--- config.mk ---
export PLATFORM = sky130hd
export DESIGN_NAME = fes_top
export DESIGN_NICKNAME = d
export VERILOG_FILES = /design/src/rtl/fes_pkg.sv /design/src/rtl/fes_fsm.sv /design/src/rtl/fes_regs.sv /design/src/rtl/fes_memif.sv /design/src/rtl/fes_top.sv
export SDC_FILE = /design/constraint.sdc
export NUM_CORES = 1
export LEC_CHECK = 0
export BUFFER_PORTS_ARGS = -buffer_cell sky130_fd_sc_hd__buf_2
export CORE_MARGIN = 4
export CORE_UTILIZATION = 51
export DETAILED_ROUTE_END_ITERATION = 7
export PLACE_DENSITY = 0.82
export SYNTH_ARGS = -nofsm -noshare
export SYNTH_HDL_FRONTEND = slang
export SYNTH_SLANG_ARGS = --single-unit
export TNS_END_PERCENT = 50
--- constraint.sdc ---
create_clock -name clk -period 4.6 [get_ports clk]
set_input_delay 0.23 -clock clk [delete_from_list [all_inputs] [get_ports clk]]
set_output_delay 0.23 -clock clk [all_outputs]
set_load 0.01 [all_outputs]
--- src/rtl/fes_pkg.sv ---
package fes_pkg;

  // Sequencer phases. FADDR presents the fetch address, FDATA captures the
  // word, EXEC runs the handshake, SAVE writes the return PC, VADDR/VDATA
  // read a vector word, HALT is terminal.
  typedef enum logic [2:0] {
    S_FADDR = 3'd0,
    S_FDATA = 3'd1,
    S_EXEC  = 3'd2,
    S_SAVE  = 3'd3,
    S_VADDR = 3'd4,
    S_VDATA = 3'd5,
    S_HALT  = 3'd6
  } seq_state_e;

  // Events decided at the end of an execute phase.
  typedef struct packed {
    logic done;     // execute handshake completed
    logic halt;     // halt accepted
    logic trap;     // trap accepted
    logic irq;      // interrupt accepted
    logic advance;  // PC steps to the next instruction
    logic vec_load; // PC loaded from a vector word
  } seq_ev_t;

endpackage

--- src/rtl/fes_fsm.sv ---
module fes_fsm
  import fes_pkg::*;
(
  input  logic       clk,
  input  logic       rst_n,
  input  logic       exec_ack,
  input  logic       halt_req,
  input  logic       trap_req,
  input  logic       irq_req,
  input  logic       ien,
  output seq_state_e state,
  output seq_ev_t    ev,
  output logic       exec_go,
  output logic       halted
);

  seq_state_e state_q, state_d;

  // Named event wires, kept separate so that assertions can watch them.
  logic ev_done, ev_halt, ev_trap, ev_irq;
  assign ev_done = (state_q == S_EXEC) && exec_ack;
  assign ev_halt = ev_done && halt_req;
  assign ev_trap = ev_done && !halt_req && trap_req;
  assign ev_irq  = ev_done && !halt_req && !trap_req && irq_req && ien;

  always_comb begin
    state_d = state_q;
    unique case (state_q)
      S_FADDR: state_d = S_FDATA;
      S_FDATA: state_d = S_EXEC;
      S_EXEC: begin
        if (exec_ack) begin
          if (halt_req)      state_d = S_HALT;
          else if (trap_req) state_d = S_VADDR;
          else if (irq_req && ien) state_d = S_SAVE;
          else               state_d = S_FADDR;
        end
      end
      S_SAVE:  state_d = S_VADDR;
      S_VADDR: state_d = S_VDATA;
      S_VDATA: state_d = S_FADDR;
      S_HALT:  state_d = S_HALT;
      default: state_d = S_FADDR;
    endcase
  end

  always_ff @(posedge clk) begin
    if (!rst_n) state_q <= S_FADDR;
    else        state_q <= state_d;
  end

  assign state       = state_q;
  assign exec_go     = (state_q == S_EXEC);
  assign halted      = (state_q == S_HALT);
  assign ev.done     = ev_done;
  assign ev.halt     = ev_halt;
  assign ev.trap     = ev_trap;
  assign ev.irq      = ev_irq;
  assign ev.advance  = ev_done && !halt_req && !trap_req;
  assign ev.vec_load = (state_q == S_VDATA);


  halt_hold_chk: assert property (@(posedge clk) disable iff (!rst_n)
    halted |=> (halted && !exec_go));


  stall_stay_chk: assert property (@(posedge clk) disable iff (!rst_n)
    (exec_go && !exec_ack) |=> exec_go);


  fetch_to_exec_chk: assert property (@(posedge clk) disable iff (!rst_n)
    (state_q == S_FADDR) |=> ##1 exec_go);

endmodule

--- src/rtl/fes_regs.sv ---
module fes_regs
  import fes_pkg::*;
#(
  parameter int AW         = 11,
  parameter int DW         = 16,
  parameter int TW         = 4,
  parameter int START_ADDR = 16,
  parameter int INSN_STEP  = 1,
  parameter int TRAP_BASE  = 1000,
  parameter int IRQ_VEC    = 1
) (
  input  logic          clk,
  input  logic          rst_n,
  input  seq_state_e    state,
  input  seq_ev_t       ev,
  input  logic          exec_go,
  input  logic          exec_ack,
  input  logic [DW-1:0] mem_rdata,
  input  logic [TW-1:0] trap_num,
  input  logic          ien_set,
  input  logic          user_set,
  output logic [AW-1:0] pc,
  output logic [DW-1:0] ir,
  output logic [AW-1:0] vec_addr,
  output logic          ien,
  output logic          mode_sup
);

  // Arithmetic kept in functions so the rule is stated once.
  function automatic logic [AW-1:0] next_pc(input logic [AW-1:0] cur);
    return cur + AW'(INSN_STEP);
  endfunction

  // Number 0 lands on the base entry (illegal-instruction vector).
  function automatic logic [AW-1:0] trap_vector(input logic [TW-1:0] n);
    return AW'(TRAP_BASE) + AW'(n);
  endfunction

  logic [AW-1:0] pc_q, vec_q;
  logic [DW-1:0] ir_q;
  logic          ien_q, sup_q;
  logic          pc_load_ev;

  assign pc_load_ev = ev.advance || ev.vec_load;

  always_ff @(posedge clk) begin
    if (!rst_n) begin
      pc_q  <= AW'(START_ADDR);
      ir_q  <= '0;
      vec_q <= '0;
      ien_q <= 1'b0;
      sup_q <= 1'b1;
    end else begin
      if (ev.vec_load)      pc_q <= mem_rdata[AW-1:0];
      else if (ev.advance)  pc_q <= next_pc(pc_q);

      if (state == S_FDATA) ir_q <= mem_rdata;

      if (ev.trap)          vec_q <= trap_vector(trap_num);
      else if (ev.irq)      vec_q <= AW'(IRQ_VEC);

      // Taking an interrupt clears the enable; that wins over a set.
      if (ev.irq)                    ien_q <= 1'b0;
      else if (ev.done && ien_set)   ien_q <= 1'b1;

      if (ev.trap)                   sup_q <= 1'b1;
      else if (ev.done && user_set)  sup_q <= 1'b0;
    end
  end

  assign pc       = pc_q;
  assign ir       = ir_q;
  assign vec_addr = vec_q;
  assign ien      = ien_q;
  assign mode_sup = sup_q;


  stall_hold_chk: assert property (@(posedge clk) disable iff (!rst_n)
    (exec_go && !exec_ack) |=> ($stable(ir_q) && $stable(pc_q)));


  ien_clear_chk: assert property (@(posedge clk) disable iff (!rst_n)
    ev.irq |=> !ien_q);


  trap_sup_chk: assert property (@(posedge clk) disable iff (!rst_n)
    ev.trap |=> sup_q);


  pc_quiet_chk: assert property (@(posedge clk) disable iff (!rst_n)
    !pc_load_ev |=> $stable(pc_q));

endmodule

--- src/rtl/fes_memif.sv ---
module fes_memif
  import fes_pkg::*;
#(
  parameter int AW       = 11,
  parameter int DW       = 16,
  parameter int IRQ_SAVE = 0
) (
  input  logic          clk,
  input  logic          rst_n,
  input  seq_state_e    state,
  input  logic [AW-1:0] pc,
  input  logic [AW-1:0] vec_addr,
  output logic [AW-1:0] mem_addr,
  output logic [DW-1:0] mem_wdata,
  output logic          mem_we
);

  localparam int PAD = DW - AW;

  always_comb begin
    mem_addr = pc;
    mem_we   = 1'b0;
    unique case (state)
      S_SAVE: begin
        mem_addr = AW'(IRQ_SAVE);
        mem_we   = 1'b1;
      end
      S_VADDR: mem_addr = vec_addr;
      default: mem_addr = pc;
    endcase
  end

  // Saved PC is zero-extended to the memory word (requires DW > AW).
  assign mem_wdata = {{PAD{1'b0}}, pc};


  save_only_chk: assert property (@(posedge clk) disable iff (!rst_n)
    mem_we |-> (mem_addr == AW'(IRQ_SAVE)));

endmodule

--- src/rtl/fes_top.sv ---
module fes_top
  import fes_pkg::*;
#(
  parameter int AW         = 11,
  parameter int DW         = 16,
  parameter int TW         = 4,
  parameter int START_ADDR = 16,
  parameter int INSN_STEP  = 1,
  parameter int TRAP_BASE  = 1000,
  parameter int IRQ_SAVE   = 0,
  parameter int IRQ_VEC    = 1
) (
  input  logic          clk,
  input  logic          rst_n,
  output logic [AW-1:0] mem_addr,
  input  logic [DW-1:0] mem_rdata,
  output logic [DW-1:0] mem_wdata,
  output logic          mem_we,
  output logic [AW-1:0] pc_o,
  output logic [DW-1:0] ir_o,
  output logic          exec_go,
  input  logic          exec_ack,
  input  logic          halt_req,
  input  logic          trap_req,
  input  logic [TW-1:0] trap_num,
  input  logic          ien_set,
  input  logic          user_set,
  input  logic          irq_req,
  output logic          ien,
  output logic          mode_sup,
  output logic          halted
);

  seq_state_e    state;
  seq_ev_t       ev;
  logic [AW-1:0] vec_addr;

  fes_fsm u_fsm (
    .clk      (clk),
    .rst_n    (rst_n),
    .exec_ack (exec_ack),
    .halt_req (halt_req),
    .trap_req (trap_req),
    .irq_req  (irq_req),
    .ien      (ien),
    .state    (state),
    .ev       (ev),
    .exec_go  (exec_go),
    .halted   (halted)
  );

  fes_regs #(
    .AW(AW), .DW(DW), .TW(TW), .START_ADDR(START_ADDR),
    .INSN_STEP(INSN_STEP), .TRAP_BASE(TRAP_BASE), .IRQ_VEC(IRQ_VEC)
  ) u_regs (
    .clk       (clk),
    .rst_n     (rst_n),
    .state     (state),
    .ev        (ev),
    .exec_go   (exec_go),
    .exec_ack  (exec_ack),
    .mem_rdata (mem_rdata),
    .trap_num  (trap_num),
    .ien_set   (ien_set),
    .user_set  (user_set),
    .pc        (pc_o),
    .ir        (ir_o),
    .vec_addr  (vec_addr),
    .ien       (ien),
    .mode_sup  (mode_sup)
  );

  fes_memif #(.AW(AW), .DW(DW), .IRQ_SAVE(IRQ_SAVE)) u_memif (
    .clk       (clk),
    .rst_n     (rst_n),
    .state     (state),
    .pc        (pc_o),
    .vec_addr  (vec_addr),
    .mem_addr  (mem_addr),
    .mem_wdata (mem_wdata),
    .mem_we    (mem_we)
  );


  irq_save_chk: assert property (@(posedge clk) disable iff (!rst_n)
    ev.irq |=> (mem_we && mem_wdata[AW-1:0] == pc_o));


  vec_fetch_chk: assert property (@(posedge clk) disable iff (!rst_n)
    ev.vec_load |=> (mem_addr == $past(mem_rdata[AW-1:0])));


  masked_irq_chk: assert property (@(posedge clk) disable iff (!rst_n)
    (ev.done && !ien) |=> !mem_we);

endmodule

Yosys cells after proc, flatten, opt, wreduce, memory -nomap -nowiden. Cells that the tools add are included.

Output and inout bits: 59. Input bits: 28. ROM bits: 0. Bits in registers: 43. Memory bits (writable): 0. Word-level logic and storage cells: 43. Bits in latches: 0. Memories kept: 0.

Magnitude comparators: 0. Bitwise operators: 1. Reduce and logical (&&, ||, !) cells: 16. Shift operators: 0. Add/sub/neg operators: 2. Equal/unequal tests: 7. Divide/modulo/power cells: 0. $mul: 0. Mux-type cells: 11.

Operators by type and width (count): $mux W11 (4); $pmux W11 S2 (1); $pmux W3 S6 (1); $add A10 B4 Y11 const A (1); $add A11 B1 Y11 const B (1); $eq A3 B3 Y1 const B (3); $logic_and A1 B1 Y1 (9); $mux W3 (3); $eq A3 B2 Y1 const B (2); $reduce_bool A2 Y1 (2); $reduce_or A2 Y1 (2); $eq A3 B1 Y1 const B (1); $logic_not A3 Y1 (1); $logic_not A1 Y1 (2); $mux W2 (1); $ne A2 B1 Y1 const B (1); $mux W1 (1); $not A1 Y1 (1).

Logic depth before layout (Yosys ltp). Gate-level depths: netlist of the first run.

Depth in word-level cells: 8. Depth in mapped cells: 7. Mapped depth without buffers: 6.

Cells and area by module. A second synthesis of the first run with hierarchy kept.

Cells, all modules: 279. Area, all modules: 2168.3 sq um.

By module, submodules not included: fes_regs (area each 1505.2 sq um, cells each 186, seq. area each 700.7 sq um, times used 1); fes_memif (area each 409.1 sq um, cells each 59, seq. area each 0.0 sq um, times used 1); fes_fsm (area each 254.0 sq um, cells each 34, seq. area each 60.1 sq um, times used 1).

Worst setup path after synthesis of the first run. OpenSTA, ideal clock, no wires.

Kind: flip-flop to flip-flop. Start point: reg u_fsm.state_q[2] (netlist: u_fsm.state[2]). End point: reg u_regs.pc_q[7] (netlist: u_regs.pc[7]). Required time: 4529 ps. Clock period less this slack: 1655 ps. Path slack: 2945 ps. Arrival time: 1585 ps. Buffers on the path: 1. Library setup time: 71 ps. Cell stages (with the launch flop): 7. Path through: dfxtp_1 > buf_6 > and4bb_4 > nand2_4 > nor4_4 > mux2_1 > a21oi_1.

Word-level cells in the longest chain between the ends: 5. Elaborated cells between the ends (all ways): 7. Those cells by class: eq/ne: 2; mux: 1; reduce/logical: 4.

Ends and longest elaborated chain: from (decl) (RTL line fes_fsm.sv:17) `seq_state_e state_q, state_d;`; from (signal assigned) (RTL line fes_fsm.sv:49) `else state_q <= state_d;`; $eq A3 B2 Y1 (RTL line fes_fsm.sv:21) `assign ev_done = (state_q == S_EXEC) && exec_ack;`; $logic_and A1 B1 Y1 (RTL line fes_fsm.sv:21); $logic_and A1 B1 Y1 (2 in series) (RTL line fes_fsm.sv:59) `assign ev.advance = ev_done && !halt_req && !trap_req;`; $reduce_bool A2 Y1 (no line); to (signal assigned) (RTL line fes_regs.sv:48) `pc_q <= AW'(START_ADDR);`; to (signal assigned) (RTL line fes_regs.sv:54) `if (ev.vec_load) pc_q <= mem_rdata[AW-1:0];`; to (signal assigned) (RTL line fes_regs.sv:55) `else if (ev.advance) pc_q <= next_pc(pc_q);`; to (decl) (RTL line fes_regs.sv:39) `logic [AW-1:0] pc_q, vec_q;`.

Several ways; a longest one is shown, not always the timed one. A chain may end at the register's enable or synchronous reset.

Final worst setup path of the first run.
Start point: reg u_fsm.state_q[2] (netlist: u_fsm.state[2]). End point: out mem_addr[8].

Word-level cells in the longest chain between the ends: 2. Elaborated cells between the ends (all ways): 3. Those cells by class: eq/ne: 2; mux: 1.

Ends and longest elaborated chain: $eq A3 B3 Y1 or $eq A3 B2 Y1 (tied branches) (RTL line fes_memif.sv:23) `unique case (state)`; $pmux W11 S2 (*) (RTL line fes_memif.sv:23); to (decl) (RTL line fes_top.sv:15) `output logic [AW-1:0] mem_addr,`.

Every way passes the cells marked *; elsewhere a longest branch is shown, timed or not.

==> results of run 1 <==
## worst reg2reg max path, delay by kind of cell (launching register included)
family | cells | cell delay, ns
simple gates | 3 | 1.35
compound gates | 2 | 0.46
flops | 1 | 0.44
## cell type report
cell class,count,area (um^2),share of cell area [%]
Clock inverter,2,60.1,2.48
Timing Repair Buffer,81,405,16.7
Inverter,4,15.0,0.620
Sequential cell,38,761,31.4
Tap cell,48,60.1,2.48
Clock buffer,6,82.6,3.41
Multi-Input combinational cell,203,1040,42.9
## stage by stage
stage | power, mW | worst slack [ns] | cell area [um^2] | cells
after global placement | 0.504 | 2.34 | 2280 | 374
after global routing | 0.889 | 1.70 | 2420 | 382
after CTS | 0.855 | 2.02 | 2420 | 382
after floorplan | 0.465 | 2.94 | 2010 | 275
final | 0.850 | 2.01 | 2420 | 382
after detailed placement | 0.507 | 2.30 | 2280 | 374
## cell families after synthesis
family,synth area share [%]
AO/OA/AOI/OAI,22.9
adder cells (fa/ha/maj),0.628
buffers and inverters,10.4
flip-flops,38.2
multiplexers,0.565
other,0.188
AND/OR/NAND/NOR,27.1
## worst min-delay path by stage
stage,depth (start not counted),to,startpoint
after floorplan,1,u_regs.mode_sup$_SDFFE_PP1P_,rst_n
after detailed placement,2,u_regs.mode_sup$_SDFFE_PP1P_,rst_n
after CTS,2,u_regs.mode_sup$_SDFFE_PP1P_,rst_n
after global routing,2,u_regs.mode_sup$_SDFFE_PP1P_,rst_n
final,2,u_regs.mode_sup$_SDFFE_PP1P_,rst_n
after global placement,2,u_regs.ir[6]$_SDFFE_PN0P_,u_regs.ir[6]$_SDFFE_PN0P_
## state kept, by name, summed over array words and instances, names as in the netlist
register / flops
u_regs.pc: 11
u_regs.ien: 1
u_regs.ir: 16
u_regs.mode_sup: 1
u_regs.vec_addr: 6
u_fsm.state: 3
## power groups by stage
stage          Combinational (mW)  Clock [mW]  Sequential, mW
6_report                    0.138       0.348           0.363
5_1_grt                     0.153       0.370           0.366
4_1_cts                     0.138       0.354           0.363
3_5_place_dp                0.137           0           0.371
3_3_place_gp                0.135           0           0.369
2_1_floorplan              0.0918           0           0.373
## Yosys cell counts (all sizes together)
| cell type | count | area, um^2 |
|---|---|---|
| nor2 | 39 | 149 |
| nand3b | 1 | 7.51 |
| clkbuf | 9 | 33.8 |
| nand4 | 1 | 6.26 |
| and3 | 4 | 25.0 |
| nor3b | 1 | 7.51 |
| ha | 1 | 12.5 |
| nand3 | 5 | 25.0 |
| o311ai | 1 | 8.76 |
| nand2b | 3 | 18.8 |
| o21ai | 18 | 90.1 |
| o31ai | 1 | 7.51 |
| conb | 1 | 3.75 |
| dfxtp | 38 | 761 |
| a211oi | 6 | 45.0 |
| clkinv | 1 | 3.75 |
| a31oi | 3 | 18.8 |
| or3 | 2 | 12.5 |
| or3b | 1 | 8.76 |
| a21oi | 45 | 229 |
| o21ba | 1 | 10.0 |
| nor4 | 3 | 33.8 |
| inv | 3 | 11.3 |
| a22oi | 4 | 30.0 |
| a221oi | 1 | 8.76 |
| and4bb | 1 | 16.3 |
| nor3 | 4 | 25.0 |
| and2 | 2 | 12.5 |
| mux2 | 1 | 11.3 |
| nor2b | 2 | 12.5 |
| nand2 | 46 | 180 |
| buf | 21 | 158 |
| a32oi | 1 | 8.76 |
## placed cells by master (no fill, tap or decap), types with 2 or more instances in the layout
cell type / count
sky130_fd_sc_hd__o21ai_1: 2
sky130_fd_sc_hd__nand2_1: 45
sky130_fd_sc_hd__a31oi_1: 3
sky130_fd_sc_hd__nor4_1: 2
sky130_fd_sc_hd__a211oi_1: 6
sky130_fd_sc_hd__nand3_1: 5
sky130_fd_sc_hd__nor2_1: 38
sky130_fd_sc_hd__nand2b_1: 3
sky130_fd_sc_hd__nor2b_1: 2
sky130_fd_sc_hd__a22oi_1: 4
sky130_fd_sc_hd__buf_2: 81
sky130_fd_sc_hd__conb_1: 5
sky130_fd_sc_hd__bufinv_16: 2
sky130_fd_sc_hd__dfxtp_1: 38
sky130_fd_sc_hd__and3_1: 4
sky130_fd_sc_hd__inv_1: 2
sky130_fd_sc_hd__clkbuf_8: 6
sky130_fd_sc_hd__nor3_1: 3
sky130_fd_sc_hd__or3_1: 2
sky130_fd_sc_hd__o21ai_0: 16
sky130_fd_sc_hd__a21oi_1: 44
sky130_fd_sc_hd__and2_1: 2
## routing by layer
metal,wire length (um),GRT usage (%),vias up
met5,0,0,-
met4,109,10.0,0
met3,498,4.17,13
met2,2370,31.5,94
met1,2270,29.0,970
li1,-,-,1037
==> summary.txt, run 1 <==
Layout
  – Filler cell count: 347
  – Layout area overhead: 21.7%
  – Proportion of layout cells with a drive suffix above 1: 29.0%
  – Antenna diode instance count: 0
  – Final core utilization: 65.2%
  – Nets@finish: 362

Worst setup path
  – Data required time at the worst endpoint: 4.37 ns
  – Critical Setup Path Class: reg2out
  – Data arrival at the endpoint of the critical path: 2.36 ns
  – CP Cell Sequence: nor2b_1, inv_1, or3_1, o21ai_0, nor2_1, buf_2
  – Critical-path cell with the highest stage delay: sky130_fd_sc_hd__nor2b_1
  – Worst r2r dst: u_regs.pc[0]$_SDFFE_PN0P_
  – FF-to-FF Start: u_fsm.state[2]$_SDFFE_PN0P_
  – Capture point of the worst path: mem_addr[8]
  – Maximum cell stage delay along the critical path: 0.78 ns
  – Setup slack of the worst register-to-register path: 2.22 ns
  – R2R depth: 5
  – Crit path buf inv count: 2
  – CP Capture Type: output pin
  – Category of cells accounting for the largest share of critical-path delay: simple AND/OR/NAND/NOR gates
  – First element of the critical path: u_fsm.state[2]$_SDFFE_PN0P_
  – Crit. path cell count: 6
  – Max FO, Critical Path: 17
  – Startpoint types: register

Floorplan
  – Core Box Area: 0.00372 mm^2
  – Horizontal die dimension: 70.5 um
  – Initial Util: 53.6%
  – Height of the die: 70.5 um
  – # IOs: 87
  – Num rows: 22
  – Die area: 0.00497 mm^2

Placement
  – Placer Congestion: 0.874
  – Count of input and output buffers: 81
  – Estimated wirelength of the detail-placed design: 3.73 mm

Synth
  – Post-synthesis sequential area ratio: 38.2%
  – Synth cell types: 42
  – Cell area after synthesis: 0.00199 mm^2
  – Total number of yosys warnings: 0
  – Synthesized area per cell: 7.35 um^2
  – Number of instances in the synthesized netlist: 271
  – Seq cells post-synth: 38

Clock tree
  – Clk buf depth: 2
  – Setup repair bufs after CTS: 0
  – Clock Sinks: 38
  – CTS buffer count: 5
  – CTS tree: built
  – Worst skew pair latency: 0.29 ns
  – Clk root buf: sky130_fd_sc_hd__clkbuf_8
  – Clock slew seen by the registers of the worst setup and hold paths: 0.07 ns
  – CTS Hold Bufs: 0
  – Number of cells upsized or downsized after cts: 0
  – Level count of the clock H-tree: 2

Drt
  – Avg WL per Cell: 13.7 um
  – Antenna-violating nets left: 0
  – Detailed-routing iteration count for the pre-antenna-repair pass: 4
  – Post-detailed-routing wire length: 5.25 mm
  – Count of vias placed by the detailed router: 2114
  – Mean number of vias per cell: 5.53
  – Iter 0 DRT Violations: 212
  – Number of design rule violations left after detail routing: 0

Timing
  – # setup viols final: 0
  – Transition at the pin with the smallest max-transition slack: 1.04 ns
  – Total Neg Setup Slack: 0 ns
  – Max Clock Skew: 0.00599 ns
  – Unrepaired setup endpoints after global routing: no
  – Tightest slew margin relative to the limit: 30.0%
  – Final Hold Vio Count: 0
  – Final-layout worst hold slack: 0.158 ns
  – Period minus WS final: 2.59 ns
  – Fmax: 386 MHz
  – Count of final max-slew check failures: 0
  – Part of the cycle the worst path needs: 56.3%

Flow run
  – # Max-Cap Violations: 0

Global route
  – Pin count of the biggest net entering global routing: 37
  – Residual overflow from global routing: 0
  – Antenna violations before repair: 0
  – Number of global-route vias before repair: 1877
  – First-pass GRT wire length: 8.50 mm
  – Total routing resource utilization after global routing: 21.1%

Outcome
  – Run status: finished clean

Pwr
  – Gate power share: 16.3%
  – Internal power component: 630 uW
  – P per Cell Area: 351 mW/mm^2
  – Relative contribution of sequential cells to total power: 42.8%
  – Switching share of total power: 25.8%
  – Net switching power: 219 uW
  – Clock network fraction of design power: 41.0%
  – Leakage: 1.12 nW
  – Worst IR Drop VDD: 0.301 mV

Worst hold path
  – Hold WC Path Type: in2reg
No activity file was read; power rests on OpenSTA's default activity.
==> inputs of run 2 (changes only) <==
CORE_UTILIZATION = 47   (was 51)
PLACE_DENSITY = 0.76   (was 0.82)
clock period = 2.57 ns   (was 4.6 ns; I/O delays follow)
==> run 2 against run 1 <==
Effect of this change: total power is 64% higher; register-to-register slack got worse by 1.5 ns; hold slack worse by 0.11 ns; sequential power is 79% higher; critical path depth up 1; first-iteration DRC count down 32%; clock power up 42%; die area rose by 7.5%; setup slack worse by 1.4 ns; sequential cell count did not move; combinational power up 83%; highest routed layer unchanged.
==> summary.txt, run 2 (synthesis results as in run 1) <==
Outcome
  – Run status: finished clean

Layout
  – Count of placed standard cells in the final layout, fillers left out: 387 (+1.3%)
  – Antenna diode instance count: 0 (unchanged)
  – Largest register FFs: 16 (unchanged)
  – Most common library cell in the layout ignoring fill and taps: sky130_fd_sc_hd__buf_2
  – Layout area overhead: 21.2%
  – Proportion of layout cells with a drive suffix above 1: 29.7% (+0.63 points)
  – Final core utilization: 59.5% (-5.7 points)
  – Nets@finish: 365 (+0.83%)
  – Flip-flop and latch area: 761 um^2 (unchanged)
  – Filler cell count: 412 (+19%)
  – Total area of multi-input combinational cells: 0.00104 mm^2 (unchanged)
  – Most frequent cells in the layout: sky130_fd_sc_hd__buf_2, sky130_fd_sc_hd__nand2_1, sky130_fd_sc_hd__a21oi_1

Global route
  – Residual overflow from global routing: 0 (unchanged)
  – Total routing resource utilization after global routing: 19.8% (-1.4 points)
  – First-pass GRT wire length: 8.34 mm (-1.9%)
  – Pin count of the biggest net entering global routing: 20 (-46%)
  – Antenna violations before repair: 0 (unchanged)
  – Number of global-route vias before repair: 1829 (-2.6%)

Worst setup path
  – Startpoint types: register
  – Crit path buf inv count: 3 (+1)
  – Setup slack of the worst register-to-register path: 0.71 ns (-1.51 ns)
  – Data arrival at the endpoint of the critical path: 1.83 ns (-0.53 ns)
  – Critical Setup Path Class: reg2out
  – CP Cell Sequence: nor2b_1, buf_4, inv_1, or3_1, o21ai_0, nor2_1, buf_2
  – Data required time at the worst endpoint: 2.44 ns (-1.93 ns)
  – CP Capture Type: output pin
  – R2R depth: 6 (+1)
  – Max FO, Critical Path: 17 (unchanged)
  – FF-to-FF Start: u_regs.pc[0]$_SDFFE_PN0P_
  – Worst r2r dst: u_regs.pc[10]$_SDFFE_PN0P_
  – Critical-path cell with the highest stage delay: sky130_fd_sc_hd__dfxtp_1
  – Category of cells accounting for the largest share of critical-path delay: simple AND/OR/NAND/NOR gates
  – Crit. path cell count: 7 (+1)
  – Maximum cell stage delay along the critical path: 0.45 ns (-0.33 ns)

Clock tree
  – Clk root buf: sky130_fd_sc_hd__clkbuf_8
  – Worst skew pair latency: 0.29 ns (about the same)
  – Setup repair bufs after CTS: 0 (unchanged)
  – Clock slew seen by the registers of the worst setup and hold paths: 0.07 ns (about the same)
  – CTS Hold Bufs: 0 (unchanged)
  – CTS tree: built
  – Number of cells upsized or downsized after cts: 0 (unchanged)
  – CTS buffer count: 5 (unchanged)
  – Level count of the clock H-tree: 2 (unchanged)
  – Clock Sinks: 38 (unchanged)
  – Clk buf depth: 2 (unchanged)

Placement
  – Placed Instances: 379 (+1.3%)
  – Estimated wirelength of the detail-placed design: 3.95 mm (+5.7%)
  – Count of input and output buffers: 81 (unchanged)
  – Worst slack, placed: 0.741 ns (-1.56 ns)
  – Placer Congestion: 0.886 (+1.4%)

Pwr
  – Worst IR Drop VDD: 0.415 mV (+38%)
  – Relative contribution of sequential cells to total power: 46.6% (+3.8 points)
  – Internal power component: 1.00 mW (+59%)
  – Switching share of total power: 28.1% (+2.2 points)
  – Gate power share: 18.1% (+1.8 points)
  – Leakage: 1.12 nW (+0.17%)
  – P per Cell Area: 578 mW/mm^2 (+65%)
  – Clock network fraction of design power: 35.3% (-5.7 points)
  – Net switching power: 392 uW (+79%)

Timing
  – Count of final max-slew check failures: 0 (unchanged)
  – Part of the cycle the worst path needs: 76.1%
  – Period minus WS final: 1.96 ns
  – # setup viols final: 0 (unchanged)
  – Total Neg Setup Slack: 0 ns (unchanged)
  – Fmax: 511 MHz
  – Transition at the pin with the smallest max-transition slack: 0.560 ns (-0.484 ns)
  – Max Clock Skew: 0.00752 ns (+0.00152 ns)
  – Final Hold Vio Count: 0 (unchanged)
  – Final-layout worst hold slack: 0.0524 ns (-0.106 ns)
  – Tightest slew margin relative to the limit: 62.7% (+33 points)
  – Crit path setup slack, layout: 0.613 ns (-1.40 ns)
  – Unrepaired setup endpoints after global routing: no

Floorplan
  – Horizontal die dimension: 73.1 um (+3.7%)
  – Num rows: 23 (+4.5%)
  – Height of the die: 73.1 um (+3.7%)
  – Initial Util: 49.1% (-4.5 points)
  – Die area: 0.00534 mm^2 (+7.5%)
  – Core Box Area: 0.00406 mm^2 (+9.2%)
  – # IOs: 87 (unchanged)

Drt
  – Avg WL per Cell: 13.9 um (+0.97%)
  – Count of vias placed by the detailed router: 2120 (+0.28%)
  – Iter 0 DRT Violations: 144 (-32%)
  – Post-detailed-routing wire length: 5.37 mm (+2.3%)
  – Antenna-violating nets left: 0 (unchanged)
  – Number of design rule violations left after detail routing: 0 (unchanged)
  – Mean number of vias per cell: 5.48 (-1.0%)
  – Detailed-routing iteration count for the pre-antenna-repair pass: 4 (unchanged)

Worst hold path
  – Origin of the worst min-delay path: rst_n
  – Hold Path Sink: u_regs.mode_sup$_SDFFE_PP1P_
  – Hold WC Path Type: in2reg
  – Worst hold path cell count: 2 (unchanged)

Flow run
  – # Max-Cap Violations: 0 (unchanged)
[run 2: worst max path at each step]
stage / start / endpoint / slack (ns)
2_1_floorplan: u_fsm.state[2]$_SDFFE_PN0P_ / u_regs.pc[7]$_SDFFE_PN0P_ / 0.91
3_3_place_gp: u_regs.pc[0]$_SDFFE_PN0P_ / u_regs.pc[10]$_SDFFE_PN0P_ / 0.77
3_5_place_dp: u_fsm.state[2]$_SDFFE_PN0P_ / u_regs.pc[0]$_SDFFE_PN0P_ / 0.74
4_1_cts: u_fsm.state[2]$_SDFFE_PN0P_ / mem_addr[6] / 0.60
5_1_grt: u_fsm.state[2]$_SDFFE_PN0P_ / mem_addr[6] / 0.45
6_report: u_fsm.state[2]$_SDFFE_PN0P_ / mem_addr[6] / 0.61
[run 2: worst reg2reg max path, cell delays in order (launching register included)]
cell	delay, ns
sky130_fd_sc_hd__dfxtp_1	0.54
sky130_fd_sc_hd__ha_1	0.25
sky130_fd_sc_hd__nand3_1	0.17
sky130_fd_sc_hd__nor3_1	0.41
sky130_fd_sc_hd__a31oi_1	0.14
sky130_fd_sc_hd__o21ai_1	0.13
sky130_fd_sc_hd__a31oi_1	0.09
[run 2: metrics by stage]
step	total power [mW]	area, um^2
5_1_grt	1.47	2410
2_1_floorplan	0.832	2010
4_1_cts	1.41	2410
3_3_place_gp	0.910	2310
3_5_place_dp	0.915	2310
6_report	1.40	2410
[run 2: layout make-up]
| class | count | area share [%] |
|---|---|---|
| Clock inverter | 3 | 1.66 |
| Timing Repair Buffer | 84 | 17.7 |
| Multi-Input combinational cell | 203 | 43.1 |
| Inverter | 4 | 0.622 |
| Clock buffer | 5 | 2.85 |
| Sequential cell | 38 | 31.5 |
| Tap cell | 50 | 2.59 |
[run 2: power by group through the flow]
stage                     Sequential [mW]  Clock [mW]  Combinational, mW
final                               0.650       0.493              0.252
after global routing                0.654       0.536              0.284
after CTS                           0.650       0.505              0.253
after detailed placement            0.663           0              0.251
after global placement              0.662           0              0.249
after floorplan                     0.667           0              0.164
[run 2: per-layer routing]
layer | vias to the layer above | GRT usage, % | wire length (um)
li1 | 1047 | - | -
met1 | 983 | 25.9 | 2370
met2 | 82 | 31.2 | 2490
met3 | 8 | 5.51 | 425
met4 | 0 | 6.76 | 76
met5 | - | 0 | 0
